$ cat config.mk
export PLATFORM = sky130hd
export DESIGN_NAME = timer_req_router
export DESIGN_NICKNAME = d
export VERILOG_FILES = /design/src/rtl/tr_pkg.sv /design/src/rtl/tr_ctl_bits.sv /design/src/rtl/tr_flag_bank.sv /design/src/rtl/tr_route.sv /design/src/rtl/timer_req_router.sv
export SDC_FILE = /design/constraint.sdc
export NUM_CORES = 1
export LEC_CHECK = 0
export BUFFER_PORTS_ARGS = -buffer_cell sky130_fd_sc_hd__buf_2
export CORE_MARGIN = 2
export CORE_UTILIZATION = 50
export DETAILED_ROUTE_END_ITERATION = 10
export PLACE_DENSITY_LB_ADDON = 0.2
export SYNTH_ARGS = -nofsm -noshare
export SYNTH_HDL_FRONTEND = slang
export SYNTH_HIERARCHICAL = 1
export SYNTH_SLANG_ARGS = --single-unit
$ cat constraint.sdc
create_clock -name clk -period 1.85 [get_ports clk]
set_input_delay 0.185 -clock clk [delete_from_list [all_inputs] [get_ports clk]]
set_output_delay 0.185 -clock clk [all_outputs]
set_load 0.1 [all_outputs]
$ cat src/rtl/tr_pkg.sv
package tr_pkg;
  typedef enum logic [1:0] {
    RA_FLAG = 2'd0,
    RA_SEL  = 2'd1,
    RA_GATE = 2'd2,
    RA_MODE = 2'd3
  } reg_addr_e;
endpackage

$ cat src/rtl/tr_ctl_bits.sv
// Control bit group with a selectable write discipline and a hardware clear.
module tr_ctl_bits #(
  parameter int W = 4
) (
  input  logic         clk,
  input  logic         rst_n,
  input  logic         wr_en,
  input  logic         rw_mode,
  input  logic [W-1:0] wdata,
  input  logic [W-1:0] hw_clr,
  output logic [W-1:0] q
);
  logic [W-1:0] written;

  always_comb begin
    written = q;
    if (wr_en) written = rw_mode ? wdata : (q | wdata);
  end

  always_ff @(posedge clk) begin
    if (!rst_n) q <= '0;
    else        q <= written & ~hw_clr;
  end


  set_only_hold_chk: assert property (@(posedge clk) disable iff (!rst_n)
    (!rw_mode && hw_clr == '0) |=> ((q & $past(q)) == $past(q)));


  hw_clr_wins_chk: assert property (@(posedge clk) disable iff (!rst_n)
    (hw_clr != '0) |=> ((q & $past(hw_clr)) == '0));
endmodule

$ cat src/rtl/tr_flag_bank.sv
// Per-timer event flags: set by underflow, cleared by writing 1, event wins.
module tr_flag_bank #(
  parameter int N = 4
) (
  input  logic         clk,
  input  logic         rst_n,
  input  logic [N-1:0] evt,
  input  logic [N-1:0] sw_clr,
  output logic [N-1:0] q
);
  always_ff @(posedge clk) begin
    if (!rst_n) q <= '0;
    else        q <= (q & ~sw_clr) | evt;
  end


  evt_sets_flag_chk: assert property (@(posedge clk) disable iff (!rst_n)
    (evt != '0) |=> ((q & $past(evt)) == $past(evt)));


  flag_hold_chk: assert property (@(posedge clk) disable iff (!rst_n)
    rst_n |=> ((($past(q) & ~$past(sw_clr)) & ~q) == '0));
endmodule

$ cat src/rtl/tr_route.sv
// Steers each pending flag to the interrupt or the DMA request output.
module tr_route #(
  parameter int N = 4
) (
  input  logic [N-1:0] flag,
  input  logic [N-1:0] sel,
  input  logic [N-1:0] gate,
  output logic [N-1:0] irq,
  output logic [N-1:0] dma
);
  for (genvar i = 0; i < N; i++) begin : g_path
    assign irq[i] = flag[i] & ~sel[i];
    assign dma[i] = flag[i] & sel[i] & gate[i];


    always_comb begin
      excl_path_chk: assert (!(irq[i] && dma[i]));
    end
  end
endmodule

$ cat src/rtl/timer_req_router.sv
module timer_req_router #(
  parameter int N_TMR   = 4,
  parameter int DW      = 8,
  parameter int GATE_LO = 2
) (
  input  logic             clk,
  input  logic             rst_n,
  input  logic [N_TMR-1:0] ufl_pulse,
  input  logic [N_TMR-1:0] dma_done,
  input  logic [1:0]       reg_addr,
  input  logic             reg_wr,
  input  logic [DW-1:0]    reg_wdata,
  output logic [DW-1:0]    reg_rdata,
  output logic [N_TMR-1:0] irq_req,
  output logic [N_TMR-1:0] dma_req
);
  import tr_pkg::*;

  localparam int GATE_HI = GATE_LO + N_TMR - 1;

  reg_addr_e   addr;
  logic [N_TMR-1:0] flag_q, sel_q, gate_q, sw_clr;
  logic        mode_q;
  logic        wr_flag, wr_sel, wr_gate, wr_mode;

  assign addr    = reg_addr_e'(reg_addr);
  assign wr_flag = reg_wr && (addr == RA_FLAG);
  assign wr_sel  = reg_wr && (addr == RA_SEL);
  assign wr_gate = reg_wr && (addr == RA_GATE);
  assign wr_mode = reg_wr && (addr == RA_MODE);
  assign sw_clr  = wr_flag ? reg_wdata[N_TMR-1:0] : '0;

  always_ff @(posedge clk) begin
    if (!rst_n)       mode_q <= 1'b0;
    else if (wr_mode) mode_q <= reg_wdata[0];
  end

  tr_flag_bank #(.N(N_TMR)) u_flags (
    .clk(clk), .rst_n(rst_n), .evt(ufl_pulse), .sw_clr(sw_clr), .q(flag_q)
  );

  tr_ctl_bits #(.W(N_TMR)) u_sel (
    .clk(clk), .rst_n(rst_n), .wr_en(wr_sel), .rw_mode(mode_q),
    .wdata(reg_wdata[N_TMR-1:0]), .hw_clr(dma_done), .q(sel_q)
  );

  tr_ctl_bits #(.W(N_TMR)) u_gate (
    .clk(clk), .rst_n(rst_n), .wr_en(wr_gate), .rw_mode(mode_q),
    .wdata(reg_wdata[GATE_HI:GATE_LO]), .hw_clr({N_TMR{1'b0}}), .q(gate_q)
  );

  tr_route #(.N(N_TMR)) u_route (
    .flag(flag_q), .sel(sel_q), .gate(gate_q), .irq(irq_req), .dma(dma_req)
  );

  always_comb begin
    reg_rdata = '0;
    case (addr)
      RA_FLAG: reg_rdata[N_TMR-1:0]     = flag_q;
      RA_SEL:  reg_rdata[N_TMR-1:0]     = sel_q;
      RA_GATE: reg_rdata[GATE_HI:GATE_LO] = gate_q;
      default: reg_rdata[0]             = mode_q;
    endcase
  end


  dma_needs_gate_chk: assert property (@(posedge clk) disable iff (!rst_n)
    ((dma_req & ~gate_q) == '0));


  evt_beats_clr_chk: assert property (@(posedge clk) disable iff (!rst_n)
    ((ufl_pulse & sw_clr) != '0) |=> ((flag_q & $past(ufl_pulse)) == $past(ufl_pulse)));


  gate_other_bits_chk: assert property (@(posedge clk) disable iff (!rst_n)
    (wr_gate && reg_wdata[GATE_HI:GATE_LO] == '0 && !mode_q) |=> $stable(gate_q));
endmodule

Yosys cells after proc, flatten, opt, wreduce, memory -nomap -nowiden
Cells that the tools add are included.
{ "op_classes": {"n_eq_ne": 3, "muxes": 8, "n_bitwise": 23, "reduce_logical": 5} }
{ "op_table": {"columns": ["cell", "n"], "rows": [
  ["$mux 4", 4],
  ["$and 1x1->1", 12],
  ["$or 4x4->4", 3],
  ["$and 4x4->4", 2],
  ["$not 4->4", 2],
  ["$pmux 2 s3", 1],
  ["$eq 2x2->1 const B", 2],
  ["$logic_and 1x1->1", 4],
  ["$not 1->1", 4],
  ["$pmux 1 s3", 1],
  ["$eq 2x1->1 const B", 1],
  ["$logic_not 2->1", 1],
  ["$mux 2", 1],
  ["$pmux 1 s2", 1]
]} }
{ "word_totals": {"ff_bits": 13, "output_inout_bits": 16} }

Logic depth before layout (Yosys ltp)
Gate-level depths: netlist of run 1.
{ "logic_depth": {"depth_word": 6, "mapped_depth": 6} }

By module
The synthesis of run 1 kept the hierarchy.
{ "by_module_without_submodules": {"columns": ["module", "instances", "cells_each", "area_per_inst_um2"], "rows": [
  ["tr_ctl_bits", 2, 21, 209.0],
  ["timer_req_router", 1, 29, 230.2],
  ["tr_flag_bank", 1, 12, 165.2],
  ["tr_route", 1, 8, 50.0]
]} }

Worst setup path after synthesis of run 1
OpenSTA, ideal clock, no wires.
{ "synth_timing": {"path_type": "input-to-output", "start": "input reg_addr[1]", "end": "output reg_rdata[2]", "arrival_time_ns": 1.876, "setup_slack_ns": -0.211, "cell_stages": 3, "cell_sequence": "buf_6 mux2i_1 o2bb2ai_1"} }
{ "synth_via": {"elab_chain_len": 2} }
{ "synth_rtl": {"columns": ["item", "line", "source"], "rows": [
  ["from (decl)", "timer_req_router.sv:10", "input logic [1:0] reg_addr,"],
  ["$eq 2x2->1 (tied with other cells)", "timer_req_router.sv:58", "case (addr)"],
  ["$pmux 2 s3 (*)", "timer_req_router.sv:58", null],
  ["to (decl)", "timer_req_router.sv:13", "output logic [DW-1:0] reg_rdata,"]
]} }
Every way passes the cells marked *; elsewhere a longest branch is shown, timed or not.

Final worst setup path of run 1
{ "layout_timing": {"start": "register u_sel.q[0]", "end": "output reg_rdata[0]"} }
{ "layout_via": {"elab_chain_len": 1} }
{ "layout_rtl": {"columns": ["item", "line", "source"], "rows": [
  ["from (decl)", "tr_ctl_bits.sv:11", "output logic [W-1:0] q"],
  ["from (signal assigned)", "tr_ctl_bits.sv:22", "else q <= written & ~hw_clr;"],
  ["$pmux 1 s3", "timer_req_router.sv:58", null]
]} }
Every way passes these cells.

==> impl_results.md, run 1 <==
- Result of the run: complete, no violations
- Vias in the first global route: 651
- Root buffer cell: sky130_fd_sc_hd__clkbuf_4
- ANT nets after route: 0
- GRT overflow: 0
- Max-capacitance violation count: 0
- Cell area after placement: 1040 sq um
- Detailed-route DRC error count: 0
- CTS sink count: 13
- Total number of vias: 750
- Most common library cell in the layout ignoring fill and taps: sky130_fd_sc_hd__buf_2
- Yosys synthesis warning count: 6
- Final slew viol count: 0
- Share of layout cells above drive strength 1: 0.457
- Mean post-synth cell area: 9.49 sq um
- Via density per instance: 5.21
- Area used by multi-input combinational logic: 593 sq um
- Maximum net fanout on the critical path: 4
- Leak Pwr: 0.000529 uW
- # H-tree levels: 1
- Most frequent cells in the layout: sky130_fd_sc_hd__buf_2, sky130_fd_sc_hd__dfxtp_1, sky130_fd_sc_hd__nand2_1
- Power density over the cells: 638 nW/um^2
- Number of instances resized during post-cts repair: 0
- DIE AREA: 2080 sq um
- Time the worst path needs with I/O delays and setup: 1590 ps
- Cell count after synthesis: 91
- Endpoint class of the critical path: output pin
- Die width: 45.6 um
- Nature of the critical path startpoint: flip-flop
- Total clock buffers created by CTS: 3
- Cts-stage hold buffer count: 0
- RSZ-0062 raised after global routing: no
- Hold/Removal Path Class: input port to flip-flop
- Nets: 149
- Placer's final routability congestion estimate: 0.718
- Fin Setup TNS: 0 ps
- Chip height: 45.6 um
- Antenna violations before repair: 0
- Clock-pin slew on the worst setup and hold paths: 80 ps
- Post-DP HPWL: 1320 um
- Tightest hold margin: 109 ps
- Maximum number of pins on one net before global-route repair: 15
- Starting density of the core: 0.517
- CTS tree: done
- Final design instance area without fill: 1070 sq um
- Global-route wire length before repair: 2790 um
- Routed length per instance: 12.1 um
- Fill cell instance count of the final layout: 158
- Overall Global Routing Usage: 0.189
- DR iter-0 viols: 7
- Mapped cell area: 863 sq um
- Post-route clock period utilization: 0.857
- Top-level I/O count: 37
- Clock tree buffer depth: 2
- Postcts setup bufs: 0
- Worst Path Required: 1660 ps
- Synth unique cells: 24
- First drt pass iteration count: 3
- Number of port buffers: 32
- Hold Violations, Final: 0
- Post-route clock skew: 0.496 ps
- Synth-to-layout area growth: 23.8%
- Number of setup violations in the final report: 0
- Clock network latency to the later pin of the worst-skew pair: 280 ps
- Row count: 15
- Worst VDD drop: 469 uV
- Placeable core region: 1670 sq um
- Diodes inserted: 0
- Worst Path Class, Setup: flip-flop to output pin
- Crit path arrival time: 1400 ps
- Post-synthesis register bit count: 13
- Fraction of the yosys area taken by sequential cells: 0.301
- Final Routed Wirelength: 1740 um
- Area occupied by registers: 260 sq um
- Maximum achievable frequency: 631 MHz
==> worst paths after layout <==
check                                  start           end  slack (ps)  cells past startpoint
worst max register to register        mode_q   u_gate/q[0]        1000                      3
worst min register to register   u_gate/q[2]   u_gate/q[2]         590                      2
worst max-delay path              u_sel/q[0]  reg_rdata[0]         260                      3
worst min-delay path            ufl_pulse[3]  u_flags/q[3]         110                      2
==> kinds of logic after synthesis <==
logic type,synth area share
compound gates,0.239
buf+inv,0.0623
flops,0.301
mux,0.0638
other cells,0.00434
simple gates,0.329
==> power by group <==
part / switching (uW) / internal [uW] / leakage (uW) / total (uW)
Combinational: 143 / 59.2 / 0.000407 / 202
Sequential: 8.29 / 289 / 0.000106 / 298
Clock: 99.1 / 83.6 / 0.0000150 / 183
==> Yosys cell counts <==
cell,count,area share
sky130_fd_sc_hd__and2b_1,1,0.0087
sky130_fd_sc_hd__nand2b_1,4,0.029
sky130_fd_sc_hd__buf_2,1,0.0058
sky130_fd_sc_hd__and3_1,7,0.051
sky130_fd_sc_hd__nor2b_4,4,0.064
sky130_fd_sc_hd__buf_4,2,0.017
sky130_fd_sc_hd__a21oi_2,8,0.081
sky130_fd_sc_hd__and2_1,3,0.022
sky130_fd_sc_hd__dfxtp_1,13,0.30
sky130_fd_sc_hd__and3b_2,1,0.012
sky130_fd_sc_hd__buf_6,3,0.039
sky130_fd_sc_hd__and4bb_2,1,0.014
sky130_fd_sc_hd__nand2_1,10,0.043
sky130_fd_sc_hd__o21a_1,4,0.035
sky130_fd_sc_hd__mux2i_1,4,0.046
sky130_fd_sc_hd__a22o_1,1,0.010
sky130_fd_sc_hd__nor2_1,2,0.0087
sky130_fd_sc_hd__nand3_1,1,0.0058
sky130_fd_sc_hd__a21bo_1,8,0.093
sky130_fd_sc_hd__conb_1,1,0.0043
sky130_fd_sc_hd__or2b_1,4,0.035
sky130_fd_sc_hd__o2bb2ai_1,2,0.020
sky130_fd_sc_hd__mux2_4,1,0.017
sky130_fd_sc_hd__nor2b_1,5,0.036
==> sequential cells by signal, indices dropped and copies added, names as in the netlist <==
signal and count:
u_flags/q 4, u_gate/q 4, mode_q 1, u_sel/q 4
==> worst max-delay path, cell delays in order, from the launching register on <==
cell and delay (ps):
sky130_fd_sc_hd__dfxtp_1 340, sky130_fd_sc_hd__mux2_4 270, sky130_fd_sc_hd__a22o_1 220, sky130_fd_sc_hd__buf_2 290
==> metal layers <==
layer | global-route usage | vias up | wire length [um]
li1 | - | 378 | -
met1 | 0.230 | 349 | 769
met2 | 0.307 | 19 | 867
met3 | 0.0357 | 4 | 68
met4 | 0.106 | 0 | 33
met5 | 0 | - | 0
==> final cells by class <==
cell class                 count  share of cell area
timing repair buffer          33               0.157
clock buffer                   4              0.0246
multi-input combinational     77               0.555
sequential                    13               0.244
tap                           17              0.0199
==> through the flow <==
| step | util | total power (uW) | std cells | setup WS (ps) |
|---|---|---|---|---|
| after floorplan | - | 472 | 96 | 286 |
| after global placement | 0.624 | 504 | 140 | 444 |
| after detailed placement | 0.624 | 507 | 140 | 449 |
| after CTS | 0.640 | 688 | 144 | 254 |
| after global routing | 0.640 | 709 | 144 | 218 |
| final | 0.640 | 682 | 144 | 264 |
Note: power is estimated with default switching activity, not from simulation.
==> run 2, diff against run 1 <==
--- a/config.mk
+++ b/config.mk
@@ -9,4 +9,5 @@
 export CORE_MARGIN = 2
 export CORE_UTILIZATION = 50
+export CTS_BUF_LIST = sky130_fd_sc_hd__clkbuf_4 sky130_fd_sc_hd__clkbuf_8 sky130_fd_sc_hd__clkbuf_16
 export DETAILED_ROUTE_END_ITERATION = 10
 export PLACE_DENSITY_LB_ADDON = 0.2
==> constraint.sdc (replaced) <==
create_clock -name clk -period 1.85 [get_ports clk]
set_input_delay 0.185 -clock clk [delete_from_list [all_inputs] [get_ports clk]]
set_output_delay 0.185 -clock clk [all_outputs]
set_load 0.005 [all_outputs]
==> run 2 against run 1 <==
- non-clock buffer count fell by 1
- sequential share of layout area rose by 0.67 points
- wire length rose by 2.0%
- combinational power is 49% lower
- final cell count shrank 0.69%
- flip-flop and latch count stayed put
- clock power up 4%
- sequential power hardly changed
==> impl_results.md, run 2 (synthesized netlist as in run 1, its figures left out) <==
- Portion of total power attributed to the clock network: 0.321
- Row count: 15
- Total clock buffers created by CTS: 3
- Clock-pin slew on the worst setup and hold paths: 80 ps
- Number of port buffers: 32
- Root buffer cell: sky130_fd_sc_hd__clkbuf_4
- Die width: 45.6 um
- Postcts setup bufs: 0
- Overall Global Routing Usage: 0.201
- Total number of vias: 741
- CTS tree: done
- Maximum achievable frequency: 648 MHz
- Chip height: 45.6 um
- Most frequent cells in the layout: sky130_fd_sc_hd__buf_2, sky130_fd_sc_hd__dfxtp_1, sky130_fd_sc_hd__nand2_1
- Biggest regs: u_flags/q (4), u_gate/q (4), u_sel/q (4)
- Max-capacitance violation count: 0
- Area occupied by registers: 260 sq um
- Destination of the critical timing path: reg_rdata[0]
- Post-route clock skew: 1.58 ps
- Cts-stage hold buffer count: 0
- Clock tree buffer depth: 2
- Leak Pwr: 0.000519 uW
- DR iter-0 viols: 9
- Worst Path Class, Setup: flip-flop to output pin
- Crit path arrival time: 1360 ps
- Number of instances resized during post-cts repair: 0
- Detailed-route DRC error count: 0
- Hold Violations, Final: 0
- Fraction of power spent switching nets: 0.252
- Cell internal power dissipation: 443 uW
- Fill cell instance count of the final layout: 173
- Starting density of the core: 0.517
- Min-delay src: ufl_pulse[3]
- Top-level I/O count: 37
- Number of setup violations in the final report: 0
- Longest individual stage delay on the worst path: 440 ps
- Time the worst path needs with I/O delays and setup: 1540 ps
- Area used by multi-input combinational logic: 568 sq um
- Worst Path Required: 1660 ps
- Clock network latency to the later pin of the worst-skew pair: 270 ps
- Post-route clock period utilization: 0.835
- Placeable core region: 1670 sq um
- Part of the power in combinational logic: 0.174
- Diodes inserted: 0
- ANT nets after route: 0
- Power density over the cells: 570 nW/um^2
- Launching point of the worst reg2reg path: mode_q
- Placer's final routability congestion estimate: 0.687
- Via density per instance: 5.18
- Final design utilization: 0.622
- DIE AREA: 2080 sq um
- Cell-by-cell listing of the critical path: mux2_4 -> a22o_1 -> buf_2
- Post-DP HPWL: 1310 um
- Critical path origin: mode_q
- Global-route wire length before repair: 3010 um
- Final Routed Wirelength: 1770 um
- Worst flop-to-flop path endpoint: u_gate/q[2]
- Critical-path top delay cell: sky130_fd_sc_hd__dfxtp_1
- CTS sink count: 13
- Antenna violations before repair: 0
- Result of the run: complete, no violations
- Nature of the critical path startpoint: flip-flop
- # H-tree levels: 1
- Maximum number of pins on one net before global-route repair: 15
- Internal reg-to-reg setup slack: 940 ps
- Hold/Removal Path Class: input port to flip-flop
- Tightest hold margin: 115 ps
- Power spent charging and discharging nets: 149 uW
- Relative contribution of sequential cells to total power: 0.505
- Endpoint class of the critical path: output pin
- Final slew viol count: 0
- Fin Setup TNS: 0 ps
- Synth-to-layout area growth: 20.4%
- Filler-free cell count of the finished design: 143
- GRT overflow: 0
- RSZ-0062 raised after global routing: no
- Overall power: 593 uW
- Vias in the first global route: 647
- Number of cells after detailed placement: 139
- First drt pass iteration count: 4
- R2R cell count: 2
- Most common library cell in the layout ignoring fill and taps: sky130_fd_sc_hd__buf_2
- Worst VDD drop: 380 uV
- Routed length per instance: 12.4 um
- Nets: 148
- Maximum net fanout on the critical path: 10
- Share of layout cells above drive strength 1: 0.405
run 2: metrics by stage:
stage	area [sq um]	setup slack, ps
after global routing	1040	248
after floorplan	882	808
after global placement	1010	603
after CTS	1040	304
after detailed placement	1010	570
final	1040	306
run 2: area by class of cell:
| class | instances | area share |
|---|---|---|
| tap | 17 | 0.0205 |
| clock buffer | 4 | 0.0289 |
| multi-input combinational | 77 | 0.546 |
| timing repair buffer | 32 | 0.154 |
| sequential | 13 | 0.250 |
run 2: critical path: cells and delay by family, from the launching register on:
family	cells	cell delay, ps
compound gates	1	220
buf+inv	1	120
flops	1	440
mux	1	310
run 2: worst min path at each step:
stage / slack, ps / depth (start not counted) / to
4_1_cts: 110 / 2 / u_flags/q[2]
3_5_place_dp: 400 / 2 / u_flags/q[3]
3_3_place_gp: 390 / 2 / u_flags/q[1]
6_report: 120 / 2 / u_flags/q[3]
2_1_floorplan: 300 / 1 / u_flags/q[0]
5_1_grt: 110 / 2 / u_flags/q[2]
run 2: power groups by stage:
stage	clock network, uW	registers (uW)	logic [uW]
after detailed placement	0	306	104
after CTS	196	299	104
after floorplan	0	302	71.8
after global routing	213	301	115
after global placement	0	306	101
final	190	299	103
run 2: metal layers:
layer | share of wire | vias up | track usage
li1 | - | 374 | -
met1 | 0.46 | 334 | 0.280
met2 | 0.47 | 29 | 0.301
met3 | 0.051 | 4 | 0.0238
met4 | 0.019 | 0 | 0.106
met5 | 0 | - | 0
